--- src/rtl/btn_debounce_pkg.sv ---
package btn_debounce_pkg;

    typedef enum logic [1:0] {
        PH_RELEASED = 2'd0,
        PH_PRESS_QUAL = 2'd1,
        PH_HELD = 2'd2,
        PH_REL_QUAL = 2'd3
    } dbc_phase_e;

    typedef struct packed {
        logic press;
        logic release_ev;
    } dbc_evt_t;

    typedef struct packed {
        logic clr;
        logic inc;
    } dbc_cnt_ctl_t;

    function automatic logic phase_is_down(input dbc_phase_e ph);
        return (ph == PH_HELD) || (ph == PH_REL_QUAL);
    endfunction

    function automatic int unsigned cnt_width(input int unsigned limit);
        return (limit < 2) ? 1 : $clog2(limit + 1);
    endfunction

endpackage

--- src/rtl/btn_sync.sv ---
module btn_sync #(
    parameter int unsigned STAGES = 2,
    parameter logic RESET_VAL = 1'b1
) (
    input  logic clk,
    input  logic rst,
    input  logic d_async,
    output logic q_sync
);
    logic [STAGES-1:0] chain;

    generate
        for (genvar g = 0; g < STAGES; g++) begin : g_stage
            if (g == 0) begin : g_first
                always_ff @(posedge clk) begin
                    if (rst) chain[0] <= RESET_VAL;
                    else     chain[0] <= d_async;
                end
            end else begin : g_next
                always_ff @(posedge clk) begin
                    if (rst) chain[g] <= RESET_VAL;
                    else     chain[g] <= chain[g-1];
                end
            end
        end
    endgenerate

    assign q_sync = chain[STAGES-1];
endmodule

--- src/rtl/btn_qual_cnt.sv ---
module btn_qual_cnt
    import btn_debounce_pkg::*;
#(
    parameter int unsigned QUAL_TICKS = 20,
    localparam int unsigned CW = cnt_width(QUAL_TICKS)
) (
    input  logic         clk,
    input  logic         rst,
    input  dbc_cnt_ctl_t ctl,
    output logic         last_step
);
    logic [CW-1:0] cnt;

    always_ff @(posedge clk) begin
        if (rst)          cnt <= '0;
        else if (ctl.clr) cnt <= '0;
        else if (ctl.inc) cnt <= cnt + 1'b1;
    end

    assign last_step = (cnt == CW'(QUAL_TICKS - 1));

    a_r3_cnt_bound: assert property (@(posedge clk) disable iff (rst)
        cnt <= CW'(QUAL_TICKS));

    a_r8_cnt_still: assert property (@(posedge clk) disable iff (rst)
        (!ctl.clr && !ctl.inc) |=> $stable(cnt));
endmodule

--- src/rtl/btn_phase_fsm.sv ---
module btn_phase_fsm
    import btn_debounce_pkg::*;
(
    input  logic         clk,
    input  logic         rst,
    input  logic         tick_en,
    input  logic         pin_n,
    input  logic         last_step,
    output dbc_cnt_ctl_t cnt_ctl,
    output dbc_evt_t     evt,
    output logic         down
);
    dbc_phase_e phase, phase_nx;
    dbc_evt_t   evt_nx;

    always_comb begin
        phase_nx = phase;
        evt_nx   = '0;
        cnt_ctl  = '0;
        if (tick_en) begin
            unique case (phase)
                PH_RELEASED: begin
                    if (!pin_n) begin
                        phase_nx    = PH_PRESS_QUAL;
                        cnt_ctl.clr = 1'b1;
                    end
                end
                PH_PRESS_QUAL: begin
                    if (!pin_n) begin
                        cnt_ctl.inc = 1'b1;
                        if (last_step) begin
                            phase_nx     = PH_HELD;
                            evt_nx.press = 1'b1;
                        end
                    end else begin
                        phase_nx = PH_RELEASED;
                    end
                end
                PH_HELD: begin
                    if (pin_n) begin
                        phase_nx    = PH_REL_QUAL;
                        cnt_ctl.clr = 1'b1;
                    end
                end
                PH_REL_QUAL: begin
                    if (pin_n) begin
                        cnt_ctl.inc = 1'b1;
                        if (last_step) begin
                            phase_nx          = PH_RELEASED;
                            evt_nx.release_ev = 1'b1;
                        end
                    end else begin
                        phase_nx = PH_HELD;
                    end
                end
                default: phase_nx = PH_RELEASED;
            endcase
        end
    end

    always_ff @(posedge clk) begin
        if (rst) begin
            phase <= PH_RELEASED;
            evt   <= '0;
        end else begin
            phase <= phase_nx;
            evt   <= evt_nx;
        end
    end

    assign down = phase_is_down(phase);

    a_r7_evt_after_tick: assert property (@(posedge clk) disable iff (rst)
        (evt.press || evt.release_ev) |-> $past(tick_en));

    a_r7_evt_exclusive: assert property (@(posedge clk) disable iff (rst)
        !(evt.press && evt.release_ev));

    a_r8_hold_without_tick: assert property (@(posedge clk) disable iff (rst)
        !tick_en |=> $stable(phase));

    a_r3_press_lands_held: assert property (@(posedge clk) disable iff (rst)
        evt.press |-> (phase == PH_HELD));

    a_r5_release_lands_idle: assert property (@(posedge clk) disable iff (rst)
        evt.release_ev |-> (phase == PH_RELEASED));

    a_r9_level_rise_has_press: assert property (@(posedge clk) disable iff (rst)
        $rose(down) |-> evt.press);
endmodule

--- src/rtl/btn_debounce.sv ---
module btn_debounce
    import btn_debounce_pkg::*;
#(
    parameter int unsigned QUAL_TICKS = 20,
    parameter int unsigned SYNC_STAGES = 2
) (
    input  logic clk,
    input  logic rst,
    input  logic tick_en,
    input  logic btn_n_raw,
    output logic press_pulse,
    output logic release_pulse,
    output logic pressed_level
);
    logic         pin_n_s;
    logic         last_step;
    dbc_cnt_ctl_t cnt_ctl;
    dbc_evt_t     evt;

    btn_sync #(.STAGES(SYNC_STAGES), .RESET_VAL(1'b1)) u_sync (
        .clk    (clk),
        .rst    (rst),
        .d_async(btn_n_raw),
        .q_sync (pin_n_s)
    );

    btn_qual_cnt #(.QUAL_TICKS(QUAL_TICKS)) u_cnt (
        .clk      (clk),
        .rst      (rst),
        .ctl      (cnt_ctl),
        .last_step(last_step)
    );

    btn_phase_fsm u_fsm (
        .clk      (clk),
        .rst      (rst),
        .tick_en  (tick_en),
        .pin_n    (pin_n_s),
        .last_step(last_step),
        .cnt_ctl  (cnt_ctl),
        .evt      (evt),
        .down     (pressed_level)
    );

    assign press_pulse   = evt.press;
    assign release_pulse = evt.release_ev;

    a_r1_quiet_after_reset: assert property (@(posedge clk)
        $past(rst) |-> (!press_pulse && !release_pulse && !pressed_level));
endmodule

--- config.mk ---
export PLATFORM = sky130hd
export DESIGN_NAME = btn_debounce
export DESIGN_NICKNAME = d
export VERILOG_FILES = /design/src/rtl/btn_debounce_pkg.sv /design/src/rtl/btn_sync.sv /design/src/rtl/btn_qual_cnt.sv /design/src/rtl/btn_phase_fsm.sv /design/src/rtl/btn_debounce.sv
export SDC_FILE = /design/constraint.sdc
export NUM_CORES = 1
export LEC_CHECK = 0
export BUFFER_PORTS_ARGS = -buffer_cell sky130_fd_sc_hd__buf_4
export CAP_MARGIN = 30
export CORE_AREA = 4 4 41 43
export DETAILED_ROUTE_END_ITERATION = 7
export DIE_AREA = 0 0 45 47
export PLACE_DENSITY = 0.62
export SLEW_MARGIN = 20
export SYNTH_ARGS = -nofsm -noshare
export SYNTH_HDL_FRONTEND = slang
export SYNTH_HIERARCHICAL = 1
export SYNTH_SLANG_ARGS = --single-unit
--- constraint.sdc ---
create_clock -name clk -period 4.5 [get_ports clk]
set_clock_uncertainty 0.15 [all_clocks]
set_input_delay 0.9 -clock clk [delete_from_list [all_inputs] [get_ports clk]]
set_output_delay 0.9 -clock clk [all_outputs]
set_load 0.02 [all_outputs]
==> results.json, run 1 <==
{
  "status": "complete, no violations",
  "vias": 357,
  "p_seq_share_pct": 57.4,
  "cts.sinks": 11,
  "drive_gt1_share_pct": 28.57,
  "port_buffers": 6,
  "path_max_fanout": 6,
  "endpoint_kind": "flop",
  "synth_area_per_cell_um2": 10.50,
  "fmax_mhz": 510.2,
  "slowest_stage": "nor2_1",
  "crit_buf_inv": 1,
  "synthesis.area_um2": 504.2,
  "cts_tree": "built",
  "combPwrFrac_pct": 4.2,
  "dieWidth_um": 45,
  "first_pass_iters": 3,
  "gp_congestion": 0.7166,
  "slowest_delay_ns": 0.41,
  "die_y_um": 47,
  "crit_required_ns": 4.51,
  "nFillCells": 133,
  "grt_pass1_vias": 306,
  "gr-total-overflow": 0,
  "cp_top_family": "simple AND/OR/NAND/NOR gates",
  "cts_resized": 0,
  "synth_top_area_cell": "dfxtp_1",
  "ios": 7,
  "netlist_instances": 48,
  "synth_fp_nets": 53,
  "drt-total-wl_um": 784,
  "path_clk_slew_ns": 0.07,
  "p_per_area_mw_per_mm2": 298.2,
  "ys_seq_elements": 11,
  "clock-root-buffer": "clkbuf_4",
  "dp_hpwl_um": 581,
  "rsz0062_at_grt": "no",
  "path_cells": "buf_4, nand2_1, nor2_1, nand4_2, mux2_4",
  "diodes": 0,
  "synth_warnings": 6,
  "ctsHoldBuffers": 0,
  "slew_headroom_pct": 64.94,
  "hold_ws_ns": 0.2611,
  "synth_top_area_share_pct": 43.67,
  "drc": 0,
  "finalMaxSlewViolations": 0,
  "drt_iter0_drc": 8,
  "grt_pass1_wl_um": 1421,
  "ys_types": 26,
  "total_power_mw": 0.1727,
  "grt_max_degree": 13,
  "maxCapViolCount": 0,
  "grt_usage_pct": 9.992,
  "hold_viol_final": 0,
  "ir_drop_uv": 177.1,
  "start_util_pct": 38.75,
  "ctsHtreeMaxLevel": 1,
  "cp.arrival_ns": 1.97,
  "clock_latency_ns": 0.26,
  "p_switching_mw": 0.03683,
  "worstMarginPinSlew_ns": 0.5239,
  "final.min_clock_period_ns": 1.960,
  "switching_share_pct": 21.32,
  "post_cts_buffers": 0,
  "coreArea_mm2": 0.001301,
  "intPower_mw": 0.1359,
  "fin_setup_tns_ns": 0,
  "path_class": "in2reg",
  "rrSetupSlack_ns": 2.75,
  "viasPerCell": 5.028,
  "ant_nets": 0,
  "rows": 13,
  "critPathLaunchType": "input port",
  "dieArea_mm2": 0.002115,
  "yosys-top-cells-area": "dfxtp_1, mux2_4, nand4_2",
  "wl_per_cell_um": 11.04,
  "finalSetupViolCount": 0,
  "seq_area_frac_synth_pct": 43.67,
  "syn2layout_area_growth_pct": 14.89,
  "hold_path_class": "reg2reg",
  "power_frac_clock_pct": 38.4,
  "antenna_found_initial": 0,
  "final_nets": 62,
  "cts-buffers-inserted": 3,
  "period_share_pct": 43.56,
  "power.leakage_nw": 0.2426,
  "clk_path_buf_depth": 2
}
==> sequential cells by signal, summed over array words and instances (netlist names), named ones only <==
| register | flops |
|---|---|
| u_cnt/cnt | 5 |
| u_fsm/evt | 2 |
| u_fsm/phase | 1 |
| u_sync/chain | 1 |
| u_sync/q_sync | 1 |
==> power groups by stage <==
stage               clock (mW)  sequential, mW  combinational [mW]
floorplan                    0           0.101             0.00319
global placement             0           0.101             0.00733
detailed placement           0           0.101             0.00733
CTS                     0.0708          0.0991             0.00732
global route            0.0767          0.0994             0.00822
finish                  0.0663          0.0992             0.00725
==> final cells by class <==
class	count	area, um2	area share, %
Multi-Input combinational cell	34	265.3	45.79
Timing Repair Buffer	6	45.04	7.775
Inverter	1	3.754	0.6479
Sequential cell	11	220.2	38.01
Clock buffer	4	26.28	4.536
Tap cell	15	18.77	3.240
==> through the flow <==
| stage | std cells | utilization, % | cell area (um2) | setup WS [ns] |
|---|---|---|---|---|
| after floorplan | 48 | - | 504.2 | 2.607 |
| after global placement | 67 | 42.50 | 553.0 | 2.259 |
| after detailed placement | 67 | 42.50 | 553.0 | 2.267 |
| after CTS | 71 | 44.52 | 579.3 | 2.556 |
| after global routing | 71 | 44.52 | 579.3 | 2.479 |
| final | 71 | 44.52 | 579.3 | 2.540 |
==> cells in the mapped netlist <==
cell,instances
a31oi_1,1
inv_1,1
and2_1,1
nor3b_1,2
nand2_1,2
and4bb_2,1
mux2_4,2
buf_6,1
dfxtp_1,11
or2_1,3
mux2i_1,1
a21oi_1,1
nor2_1,3
nand4_2,2
a21bo_2,1
clkbuf_1,1
nand3b_1,1
ha_1,1
xor2_1,1
nor3_1,5
and4_1,1
or3b_1,1
o41ai_2,1
xnor2_1,1
nor4_1,1
nand3_1,1
==> final timing paths <==
kind / endpoint / startpoint / depth (start not counted)
max: u_cnt/cnt[4] / tick_en / 5
min: u_sync/q_sync / u_sync/chain[0] / 1
max reg2reg: u_cnt/cnt[4] / flop / 4
min reg2reg: u_sync/q_sync / u_sync/chain[0] / 1
==> per-layer routing <==
layer  GRT usage [%]  routed length, um  vias to the layer above
met4           10.53                  9                        0
met5               0                  0                        -
met1           11.95                390                      159
met3           3.448                 27                        2
met2           13.28                357                        5
li1                -                  -                      191
==> kinds of logic after synthesis <==
kind of cell	after synthesis	synth area share, %
adder cells (fa/ha/maj)	1	2.481
XOR/XNOR	2	3.475
multiplexers	3	7.941
AO/OA/AOI/OAI	4	7.445
flip-flops	11	43.67
buffers and inverters	3	3.720
AND/OR/NAND/NOR	24	31.27
==> cell usage in the layout (no fill, tap or decap), types with 2 or more instances in the layout <==
cell type and n:
nand4_2 2, clkbuf_4 3, nor3_1 5, nor2_1 3, nand2_1 2, buf_4 6, mux2_4 2, or2_1 3
dfxtp_1 11, nor3b_1 2
==> worst reg2reg max path, delay by kind of cell, from the launching register on <==
family / cells / cell delay (ns)
XOR/XNOR: 1 / 0.20
flip-flops: 1 / 0.35
multiplexers: 1 / 0.32
AND/OR/NAND/NOR: 2 / 0.62
No activity file was read; power rests on OpenSTA's default activity.
==> run 2: changes to the inputs <==
--- a/config.mk
+++ b/config.mk
@@ -5,6 +5,7 @@
 export SDC_FILE = /design/constraint.sdc
 export NUM_CORES = 1
 export LEC_CHECK = 0
+export ABC_AREA = 1
 export BUFFER_PORTS_ARGS = -buffer_cell sky130_fd_sc_hd__buf_4
 export CAP_MARGIN = 30
 export CORE_AREA = 4 4 41 43
==> constraint.sdc (replaced) <==
create_clock -name clk -period 1.7 [get_ports clk]
set_clock_uncertainty 0.15 [all_clocks]
set_input_delay 0.34 -clock clk [delete_from_list [all_inputs] [get_ports clk]]
set_output_delay 0.34 -clock clk [all_outputs]
set_load 0.02 [all_outputs]
==> run 2 against run 1 <==
Combinational power grew to 4.4 times the previous value. Via count increased by 19%. Synthesized area down 4.7%. Final cell count grew 34%. Largest cell class is now registers. Critical endpoint unchanged. Sequential cell count unchanged. Utilization shrank 0.67 points. Total power rose to 2.8 times the previous value. Sequential power rose to 2.7 times the previous value. Clock power rose to 2.8 times the previous value. Setup slack worse by 2.3 ns. Sequential share of layout area rose by 0.58 points. Global-route usage is 0.079 points lower.
==> results.json, run 2 <==
{
  "status": "complete, no violations",
  "coreArea_mm2": 0.001301,
  "postLayoutCellArea_um2": 570.5,
  "period_share_pct": 86.49,
  "synthTopCellsByCount": "nand2_1, nor2_1, dfxtp_1, inv_1, a21oi_1",
  "dieWidth_um": 45,
  "endpoint_kind": "flop",
  "final_cell_mix": "nand2_1, nor2_1, inv_1, dfxtp_1, buf_4",
  "hold_depth": 3,
  "cts.sinks": 11,
  "layout_commonest_cell": "nand2_1",
  "ir_drop_uv": 500.9,
  "path_clk_slew_ns": 0.07,
  "fmax_mhz": 680.1,
  "fin_setup_tns_ns": 0,
  "vias": 425,
  "post_cts_buffers": 0,
  "grt_pass1_wl_um": 1428,
  "total_power_mw": 0.4799,
  "gr-total-overflow": 0,
  "seqCellArea_um2": 220.2,
  "power.leakage_nw": 0.2626,
  "ant_nets": 0,
  "worstMarginPinSlew_ns": 0.3165,
  "dieArea_mm2": 0.002115,
  "cts_tree": "built",
  "grt_max_degree": 7,
  "finalSetupViolCount": 0,
  "ctsHtreeMaxLevel": 1,
  "syn2layout_area_growth_pct": 18.75,
  "reg2reg_depth": 7,
  "die_y_um": 47,
  "cts_resized": 0,
  "largest_register": "u_cnt/cnt",
  "path_max_fanout": 5,
  "synth_top_area_cell": "dfxtp_1",
  "hold_path_class": "in2reg",
  "ys_types": 15,
  "maxCapViolCount": 0,
  "rsz0062_at_grt": "no",
  "ios": 7,
  "largest_reg_flops": 5,
  "synth_flop_cell": "dfxtp_1",
  "p_per_area_mw_per_mm2": 841.1,
  "diodes": 0,
  "synth_warnings": 6,
  "rrSetupSlack_ns": 0.23,
  "ys_seq_elements": 11,
  "nFillCells": 132,
  "synthesis.area_um2": 480.5,
  "drive_gt1_share_pct": 15.00,
  "hold_viol_final": 0,
  "netlist_instances": 71,
  "grt_pass1_vias": 345,
  "seq_area_frac_synth_pct": 45.83,
  "dp_hpwl_um": 607.1,
  "multiInputGateArea_um2": 215.2,
  "post-place-ws_ns": 0.1249,
  "final_util_pct": 43.85,
  "final_nets": 86,
  "final.min_clock_period_ns": 1.470,
  "first_pass_iters": 4,
  "port_buffers": 6,
  "wl_per_cell_um": 8.737,
  "drc": 0,
  "slew_headroom_pct": 78.82,
  "path_class": "reg2reg",
  "drt_iter0_drc": 11,
  "rows": 13,
  "drt-total-wl_um": 830,
  "cp.arrival_ns": 1.49,
  "reg_top3": "u_cnt/cnt (5), u_fsm/evt (2)",
  "synth_area_per_cell_um2": 6.767,
  "synthArstFlopShare_pct": 0,
  "clk_path_buf_depth": 2,
  "synth_top_area_share_pct": 45.83,
  "synth_fp_nets": 76,
  "synth.most_common_cell": "nand2_1",
  "start_util_pct": 36.92,
  "crit_required_ns": 1.72,
  "cts-buffers-inserted": 3,
  "dpl-instance-area_um2": 540.5,
  "critPathLaunchType": "flop",
  "ctsHoldBuffers": 0,
  "clock_latency_ns": 0.27,
  "clock-root-buffer": "clkbuf_4",
  "grt_usage_pct": 9.913,
  "viasPerCell": 4.474,
  "fin_ws_ns": 0.2296,
  "gp_congestion": 0.8327,
  "antenna_found_initial": 0,
  "synth-edff-count": 0,
  "yosys-top-cells-area": "dfxtp_1, nand2_1, nor2_1",
  "finalMaxSlewViolations": 0
}
[run 2: changes by cell type in the layout (fill, tap and decap cells not counted), sizes merged, moves of 2 or more]
cell	before	now
inv	1	12
a21oi	1	3
nor2	3	12
nor3	5	1
o21ai	0	2
or2	3	0
mux2	2	0
nand4	2	0
nand2	2	22
nor3b	2	0
[run 2: where the power goes]
part	total, mW	leakage, nW	internal (mW)	switching [mW]
Combinational	0.0320	0.158	0.0134	0.0186
Clock	0.183	0.0150	0.0909	0.0916
Sequential	0.265	0.0892	0.262	0.00350
[run 2: logic make-up (layout without fill, tap and decap cells)]
group / Yosys count / after routing / synth area share [%]
AOI/OAI and AO/OA: 7 / 7 / 8.073
adders and majority gates: 1 / 1 / 2.604
buffers and inverters: 13 / 22 / 10.15
DFF: 11 / 11 / 45.83
and+or+nand+nor: 39 / 39 / 33.33
[run 2: layout make-up]
| class | count | share of cell area (%) |
|---|---|---|
| multi-input cells | 47 | 37.72 |
| inverters | 12 | 7.895 |
| well taps | 15 | 3.289 |
| clock buffers | 4 | 4.605 |
| repair buffers | 6 | 7.895 |
| flip-flops and latches | 11 | 38.60 |
[run 2: worst paths after layout]
| check | from | to |
|---|---|---|
| worst max-delay path | flop | u_cnt/cnt[4] |
| worst min-delay path | btn_n_raw | u_sync/chain[0] |
| worst max register to register | flop | u_cnt/cnt[4] |
| worst min register to register | u_sync/chain[0] | u_sync/q_sync |
[run 2: per-stage QoR]
step	hold slack (ns)	cells
2_1_floorplan	0.2365	71
6_report	0.08654	95
4_1_cts	0.08405	95
3_5_place_dp	0.2544	91
5_1_grt	0.09691	95
3_3_place_gp	0.2534	91
[run 2: routing by layer]
layer  routed length [um]  GRT usage [%]  up-vias
met2                  344          14.12       12
met5                    0              0        -
met4                   10          5.263        0
met1                  400          11.72      172
met3                   75          5.747        2
li1                     -              -      239
[run 2: worst max-delay path, stage by stage, from the launching register on]
cell	delay (ns)
dfxtp_1	0.42
nand2_1	0.12
a21oi_2	0.24
nand2_1	0.12
nor2_1	0.15
nand2_1	0.06
nand2_1	0.06
nor2_1	0.04
==> run 3: changes to the inputs <==
--- a/config.mk
+++ b/config.mk
@@ -5,13 +5,12 @@
 export SDC_FILE = /design/constraint.sdc
 export NUM_CORES = 1
 export LEC_CHECK = 0
-export ABC_AREA = 1
 export BUFFER_PORTS_ARGS = -buffer_cell sky130_fd_sc_hd__buf_4
 export CAP_MARGIN = 30
 export CORE_AREA = 4 4 41 43
 export DETAILED_ROUTE_END_ITERATION = 7
 export DIE_AREA = 0 0 45 47
-export PLACE_DENSITY = 0.62
+export PLACE_DENSITY = 0.64
 export SLEW_MARGIN = 20
 export SYNTH_ARGS = -nofsm -noshare
 export SYNTH_HDL_FRONTEND = slang
==> run 3 against run 2 <==
Utilization is 1.9 points higher. Die area stayed put. Worst hold slack better by 0.017 ns. Global-route usage is 0.62 points higher. Cell area is 4.4% higher. Clock-buffer cell count is 1 lower. Setup slack worse by 0.054 ns. Clock power is 5% lower. Sequential share of layout area is 1.6 points lower. Combinational power is 34% lower. Final cell count is 23% lower. Critical path type unchanged. Highest routed layer unchanged.
==> results.json, run 3 (synthesis gave the netlist of run 1 again) <==
{
  "switching_share_pct": 22.04,
  "diodes": 0,
  "wl_met3_um": 66,
  "gp_congestion": 0.6897,
  "drt-total-wl_um": 824,
  "ctsHtreeMaxLevel": 1,
  "clock_latency_ns": 0.27,
  "p_switching_mw": 0.1008,
  "endpoint_kind": "flop",
  "grt_pass1_vias": 342,
  "path_cells": "ha_1, and4bb_2, and2_1, o41ai_2",
  "slew_headroom_pct": 81.83,
  "grt_usage_pct": 10.53,
  "fmax_mhz": 655.9,
  "intPower_mw": 0.3568,
  "final.min_clock_period_ns": 1.525,
  "p_per_area_mw_per_mm2": 768.4,
  "antenna_found_initial": 0,
  "finalMaxSlewViolations": 0,
  "clk_path_buf_depth": 2,
  "slowest_stage": "dfxtp_1",
  "postLayoutCellArea_um2": 595.6,
  "dpl-instance-area_um2": 568.0,
  "crit_required_ns": 1.72,
  "fin_setup_tns_ns": 0,
  "dieArea_mm2": 0.002115,
  "layout_commonest_cell": "dfxtp_1",
  "critPathLaunchType": "flop",
  "ant_nets": 0,
  "cts_resized": 0,
  "status": "complete, no violations",
  "multiInputGateArea_um2": 265.3,
  "ir_drop_uv": 512.9,
  "routed-wl-met2_um": 393,
  "nFillCells": 139,
  "cts-buffers-inserted": 3,
  "ios": 7,
  "path_clk_slew_ns": 0.07,
  "port_buffers": 6,
  "rows": 13,
  "hold_viol_final": 0,
  "clock-root-buffer": "clkbuf_4",
  "first_pass_iters": 4,
  "maxCapViolCount": 0,
  "grt_pass1_wl_um": 1455,
  "seqCellArea_um2": 220.2,
  "worstMarginPinSlew_ns": 0.2716,
  "cts.sinks": 11,
  "coreArea_mm2": 0.001301,
  "fin_ws_ns": 0.1753,
  "largest_register": "u_cnt/cnt",
  "final_nets": 64,
  "wl_per_cell_um": 11.29,
  "hold_path_class": "in2reg",
  "rsz0062_at_grt": "no",
  "reg_top3": "u_cnt/cnt (5), u_fsm/evt (2)",
  "period_share_pct": 89.69,
  "final_cell_mix": "dfxtp_1, buf_4, nor3_1",
  "drt_iter0_drc": 8,
  "drive_gt1_share_pct": 32.76,
  "syn2layout_area_growth_pct": 18.11,
  "cp.arrival_ns": 1.54,
  "start_util_pct": 38.75,
  "largest_reg_flops": 5,
  "combPwrFrac_pct": 4.6,
  "gr-total-overflow": 0,
  "cts_tree": "built",
  "top_layer": "met4",
  "path_class": "reg2reg",
  "dieWidth_um": 45,
  "grt_max_degree": 13,
  "post_cts_buffers": 0,
  "post-place-ws_ns": 0.1888,
  "p_seq_share_pct": 57.3,
  "m1WireLength_um": 349,
  "vias": 373,
  "final_util_pct": 45.77,
  "die_y_um": 47,
  "ctsHoldBuffers": 0,
  "viasPerCell": 5.110,
  "power.leakage_nw": 0.2561,
  "path_max_fanout": 4,
  "finalSetupViolCount": 0,
  "power_frac_clock_pct": 38.1,
  "drc": 0,
  "slowest_delay_ns": 0.35,
  "dp_hpwl_um": 613
}
[run 3: stage by stage]
stage / hold slack [ns] / total power, mW / cells
4_1_cts: 0.09462 / 0.4664 / 73
3_3_place_gp: 0.2440 / 0.2892 / 69
6_report: 0.1034 / 0.4577 / 73
2_1_floorplan: 0.2332 / 0.2764 / 48
3_5_place_dp: 0.2419 / 0.2895 / 69
5_1_grt: 0.1034 / 0.4885 / 73
[run 3: worst paths after layout]
| check | start | to | slack, ns | cells after the start |
|---|---|---|---|---|
| worst max-delay path | u_cnt/cnt[0] | u_fsm/phase[0] | 0.18 | 4 |
| worst min register to register | u_sync/chain[0] | u_sync/q_sync | 0.26 | 1 |
| worst min-delay path | btn_n_raw | u_sync/chain[0] | 0.10 | 2 |
| worst max register to register | u_cnt/cnt[0] | u_fsm/phase[0] | 0.18 | 4 |
[run 3: final cells by class]
type / instances / share of cell area [%]
inverters: 1 / 0.6303
clock inverters: 1 / 0.8403
repair buffers: 8 / 10.08
flip-flops and latches: 11 / 36.97
clock buffers: 3 / 3.782
well taps: 15 / 3.151
multi-input cells: 34 / 44.54
[run 3: power by group through the flow]
| stage | logic (mW) | clock network [mW] | registers (mW) |
|---|---|---|---|
| 3_5_place_dp | 0.0211 | 0 | 0.268 |
| 2_1_floorplan | 0.00845 | 0 | 0.268 |
| 4_1_cts | 0.0213 | 0.183 | 0.262 |
| 6_report | 0.0210 | 0.174 | 0.262 |
| 3_3_place_gp | 0.0207 | 0 | 0.269 |
| 5_1_grt | 0.0238 | 0.202 | 0.263 |
[run 3: worst max-delay path: cells and delay by family, from the launching register on]
family	cells	cell delay [ns]
flops	1	0.35
compound gates	1	0.22
simple gates	2	0.44
fa+ha+maj	1	0.26
[run 3: per-layer routing]
layer,vias to the layer above,track usage [%]
met4,0,7.018
met3,2,6.897
met1,166,10.76
met2,11,15.82
met5,-,0
li1,194,-
